--- config.mk ---
export PLATFORM = sky130hd
export DESIGN_NAME = ll_tracker
export DESIGN_NICKNAME = d
export VERILOG_FILES = /design/src/rtl/ll_tracker.sv
export SDC_FILE = /design/constraint.sdc
export NUM_CORES = 1
export LEC_CHECK = 0
export ABC_AREA = 1
export CAP_MARGIN = 5
export CORE_MARGIN = 2
export CORE_UTILIZATION = 35
export CTS_BUF_LIST = sky130_fd_sc_hd__clkbuf_16
export CTS_CLUSTER_SIZE = 24
export DETAILED_ROUTE_END_ITERATION = 10
export MAX_ROUTING_LAYER = met4
export PLACE_DENSITY = 0.62
export RECOVER_POWER = 100
export SLEW_MARGIN = 20
export SYNTH_ARGS = -nofsm -noshare
export SYNTH_HDL_FRONTEND = slang
export SYNTH_SLANG_ARGS = --single-unit
--- constraint.sdc ---
create_clock -name clk -period 7.85 [get_ports clk]
set_input_delay 1.9625 -clock clk [delete_from_list [all_inputs] [get_ports clk]]
set_output_delay 1.9625 -clock clk [all_outputs]
set_load 0.02 [all_outputs]
--- src/rtl/ll_tracker.sv ---
module ll_tracker #(
  parameter int NUM_IDS     = 4,
  parameter int NUM_ENTRIES = 8,
  parameter int ATTR_W      = 8,
  parameter int SPLIT_W     = 3,
  localparam int IW = $clog2(NUM_IDS),
  localparam int EW = $clog2(NUM_ENTRIES),
  localparam int CW = EW + 1
) (
  input  logic               clk,
  input  logic               rst_n,
  input  logic               push_valid,
  output logic               push_ready,
  input  logic [IW-1:0]      push_id,
  input  logic [ATTR_W-1:0]  push_attr,
  input  logic [SPLIT_W-1:0] push_splits,
  input  logic               rsp_valid,
  input  logic [IW-1:0]      rsp_id,
  output logic [ATTR_W-1:0]  rsp_attr,
  output logic               rsp_last,
  output logic               rsp_err,
  output logic [NUM_IDS-1:0] id_active,
  output logic               full,
  output logic               empty
);
  logic [ATTR_W-1:0]  attr_q [NUM_ENTRIES];
  logic [SPLIT_W-1:0] left_q [NUM_ENTRIES];
  logic [EW-1:0]      nxt_q  [NUM_ENTRIES];
  logic [EW-1:0]      pool_q [NUM_ENTRIES];
  logic [EW-1:0]      head_q [NUM_IDS];
  logic [EW-1:0]      tail_q [NUM_IDS];
  logic [EW-1:0]      rd_q, wr_q;
  logic [CW-1:0]      nfree_q;

  logic [EW-1:0] alloc, hd;
  logic push_do, rsp_do, retire;

  assign alloc      = pool_q[rd_q];
  assign hd         = head_q[rsp_id];
  assign full       = (nfree_q == '0);
  assign empty      = (nfree_q == CW'(NUM_ENTRIES));
  assign push_ready = !full;
  assign push_do    = push_valid && push_ready;
  assign rsp_do     = rsp_valid && id_active[rsp_id];
  assign retire     = rsp_do && (left_q[hd] == '0);
  assign rsp_attr   = attr_q[hd];
  assign rsp_last   = retire;
  assign rsp_err    = rsp_valid && !id_active[rsp_id];

  function automatic logic [EW-1:0] wrap_inc(input logic [EW-1:0] p);
    return (p == EW'(NUM_ENTRIES - 1)) ? '0 : p + 1'b1;
  endfunction

  always_ff @(posedge clk) begin
    if (!rst_n) begin
      for (int i = 0; i < NUM_ENTRIES; i++) begin
        pool_q[i] <= EW'(i);
        attr_q[i] <= '0;
        left_q[i] <= '0;
        nxt_q[i]  <= '0;
      end
      for (int j = 0; j < NUM_IDS; j++) begin
        head_q[j] <= '0;
        tail_q[j] <= '0;
      end
      id_active <= '0;
      rd_q      <= '0;
      wr_q      <= '0;
      nfree_q   <= CW'(NUM_ENTRIES);
    end else begin
      if (push_do) begin
        attr_q[alloc] <= push_attr;
        left_q[alloc] <= push_splits;
        if (id_active[push_id]) nxt_q[tail_q[push_id]] <= alloc;
        rd_q <= wrap_inc(rd_q);
      end
      if (rsp_do && !retire) left_q[hd] <= left_q[hd] - 1'b1;
      if (retire) begin
        pool_q[wr_q] <= hd;
        wr_q <= wrap_inc(wr_q);
      end
      nfree_q <= nfree_q - CW'(push_do) + CW'(retire);
      for (int j = 0; j < NUM_IDS; j++) begin
        logic pu, re, single;
        pu     = push_do && (push_id == IW'(j));
        re     = retire && (rsp_id == IW'(j));
        single = (head_q[j] == tail_q[j]);
        if (pu) begin
          if (!id_active[j] || (re && single)) begin
            head_q[j]    <= alloc;
            tail_q[j]    <= alloc;
            id_active[j] <= 1'b1;
          end else begin
            tail_q[j] <= alloc;
            if (re) head_q[j] <= nxt_q[head_q[j]];
          end
        end else if (re) begin
          if (single) id_active[j] <= 1'b0;
          else        head_q[j]    <= nxt_q[head_q[j]];
        end
      end
    end
  end
endmodule

==> results.txt <==
status = complete, no violations
Synth Register Bits = 177
Period minus WS final = 7.53 ns
CTS tree = yes
worst-path fanout max = 22
setup_tns = 0 ns
worst slew pin tran = 0.757 ns
Seq/Total Area, Yosys = 0.540
vias in the first global route = 7542
Starting DRT DRC Count = 893
Max Clock Skew = 0.0270 ns
slew margin rel. = 0.495
final global-route overflow total = 0
Core Area = 26800 um^2
R2R setup slack = 3.44 ns
DP HPWL = 18500 um
proportion of layout cells with a drive suffix above 1 = 0.0638
worst r2r dst = pool_q[7][0]$_SDFFCE_PN1P_
synth top area cells = edfxtp_1, nor2_1, nand2_1
final hold vios = 0
CP Capture Point = rsp_last
drt via density = 5.34
share of the synthesized area in the top cell type = 0.505
Synth area leader = edfxtp_1
DRC Markers = 0
Vias = 7846
syn avg cell area = 8.74 um^2
Req. time, crit path = 5.89 ns
arrival time worst endpoint = 5.56 ns
Cells after DPL = 1437
routed len/inst = 17.7 um
root buf cell = clkbuf_16
final hold slack = 0.512 ns
Die X = 169 um
Finished Layout Cells = 1470
Initial Util = 0.355
EDFF count, synth = 160
max-slew violations = 0
Setup crit start kind = input port
antenna violations before repair = 1
Syn. warnings = 0
crit path launch = rsp_id[1]
Post-Syn Area = 9520 um^2
Die H = 169 um
largest net degree at the start of global routing = 57
pwr/cell area = 242 nW/um^2
# H-tree levels = 4
syn nets = 1122
CTS Buffer Depth = 2
Most used DFF post-synth = edfxtp_1
fin crit share = 0.959
worst hold-check path type = flop to flop
VDD IR max = 0.143 mV
GRT Util Overall = 0.193
number of routed nets with antenna violations = 0
Mapped Cells = 1090
Final nets = 1147
Num CTS Buffers = 17
Site Rows = 60
clk_lat worst skew = 0.45 ns
crit path capture type = output pin
Max Cap Viol = 0
first-pass GRT wire length = 41100 um
Setup Buffers After CTS = 0
Detailed Routing Iterations Pass 1 = 6
f_max = 133 MHz
P&R area growth vs syn = 12.8%
I/O pin cnt = 36
Yosys cell types = 47
Routed WL = 26000 um
Final setup viols = 0
RSZ-0062 raised after global routing = false
worst reg-to-reg path cell count = 17
Worst Path Class, Setup = input port to output pin
PortBufs = 35
CTS Sinks = 177
worst r2r src = head_q[0][0]$_SDFFCE_PN0P_
P_leak = 0.00420 uW
GPL Wtd Cong = 0.891
Die Area = 28500 um^2
asr flop ratio synth = 0
Reg clk slew, reported paths = 0.07 ns
[sequential cells by signal, summed over array words and instances, names as in the netlist, named ones only]
register and cells:
tail_q 12, attr_q 64, nfree_q 4, head_q 12, left_q 24, id_active 4
nxt_q 24, pool_q 24, rd_q 3, wr_q 3
[metal layers]
metal	global-route usage	part of all wire	routed length (um)	vias to the layer above
met5	-	0	0	-
met4	0.0802	0.027	697	0
met3	0.0407	0.065	1700	56
met2	0.303	0.47	12200	300
met1	0.242	0.44	11400	3737
li1	-	-	-	3753
[where the power goes]
group | internal, uW | total [uW] | switching, uW
Sequential | 1110 | 1170 | 60.5
Clock | 447 | 914 | 467
Combinational | 158 | 517 | 359
[cell type report]
type | instances | area (um^2)
inverters | 106 | 399
diodes | 1 | 2.50
fillers | 2620 | 16100
clock buffers | 17 | 425
clock inverters | 15 | 215
repair buffers | 43 | 408
well taps | 341 | 427
multi-input cells | 770 | 3720
flip-flops and latches | 177 | 5140
[Yosys cell counts, types with 2 or more instances]
cell and n:
buf_4 2, inv_2 17, nor3_1 3, clkbuf_1 21, nor2_8 2, buf_2 10
a21oi_1 17, clkinv_1 8, a22oi_1 16, nor2_1 236, o2111ai_1 4, nand3_1 57
nor2_2 4, and3_1 3, o22ai_1 13, a221oi_1 7, dfxtp_1 17, ha_1 12
buf_1 4, nand4_1 15, nor2_4 7, o21ai_1 31, o32ai_1 6, xnor2_1 12
nand2_2 13, nand2_1 195, nand3b_1 3, o21ai_0 93, inv_1 80, nand3_2 2
xor2_1 3, edfxtp_1 160, nand2_4 3
[cell families after synthesis]
family | Yosys count | share of synthesized area
AO/OA/AOI/OAI | 193 | 0.117
AND/OR/NAND/NOR | 549 | 0.252
adder cells (fa/ha/maj) | 13 | 0.0179
buffers and inverters | 143 | 0.0587
flip-flops | 177 | 0.540
XOR/XNOR | 15 | 0.0138
[what timing repair did]
item | 4_1_cts | 5_1_grt
hold buffers | 0 | 0
resized for setup | 0 | 1
endpoints found under the setup margin | 0 | 1
[critical path: stages]
cell and delay (ns):
clkdlybuf4s50_1 0.73, inv_2 0.13, nand2_2 0.16, nand2_4 0.15, inv_2 0.34, nand2_1 0.12, inv_1 0.32, a22oi_1 0.19
nand4_1 0.18, inv_1 0.09, ha_1 0.26, nand3_4 0.16, inv_1 0.09, dlygate4sd3_1 0.65
[worst min path at each step]
stage / slack, ns / from / end / cells past startpoint
3_3_place_gp: 0.50 / rd_q[2]$_SDFFE_PN0P_ / rd_q[2]$_SDFFE_PN0P_ / 2
4_1_cts: 0.51 / rd_q[2]$_SDFFE_PN0P_ / flop / 2
5_1_grt: 0.56 / rd_q[2]$_SDFFE_PN0P_ / flop / 2
6_report: 0.51 / rd_q[2]$_SDFFE_PN0P_ / flop / 2
3_5_place_dp: 0.50 / rd_q[2]$_SDFFE_PN0P_ / flop / 2
2_1_floorplan: 0.48 / rd_q[1]$_SDFFE_PN0P_ / flop / 2
[layout by cell type (no fill, tap or decap), types with 10 or more instances in the layout]
master	count
nor2_1	241
nand2_1	201
edfxtp_1	160
o21ai_0	111
inv_1	85
nand3_1	59
a21oi_1	18
dlygate4sd3_1	18
dfxtp_1	17
clkbuf_16	17
a22oi_1	16
nand4_1	16
clkdlybuf4s50_1	15
o21ai_1	14
o22ai_1	13
xnor2_1	12
ha_1	12
inv_2	10
clkinv_1	10
[per-stage QoR]
step                power (uW)  setup slack, ns  utilization  instance area [um^2]
finish                    2600            0.324        0.401                 10700
detailed placement        1710            0.228        0.380                 10200
CTS                       2620            0.149        0.404                 10800
global placement          1710            0.373        0.380                 10200
floorplan                 1510             1.93            -                  9520
global route              2700           0.0839        0.401                 10700
No activity file was read; power rests on OpenSTA's default activity.
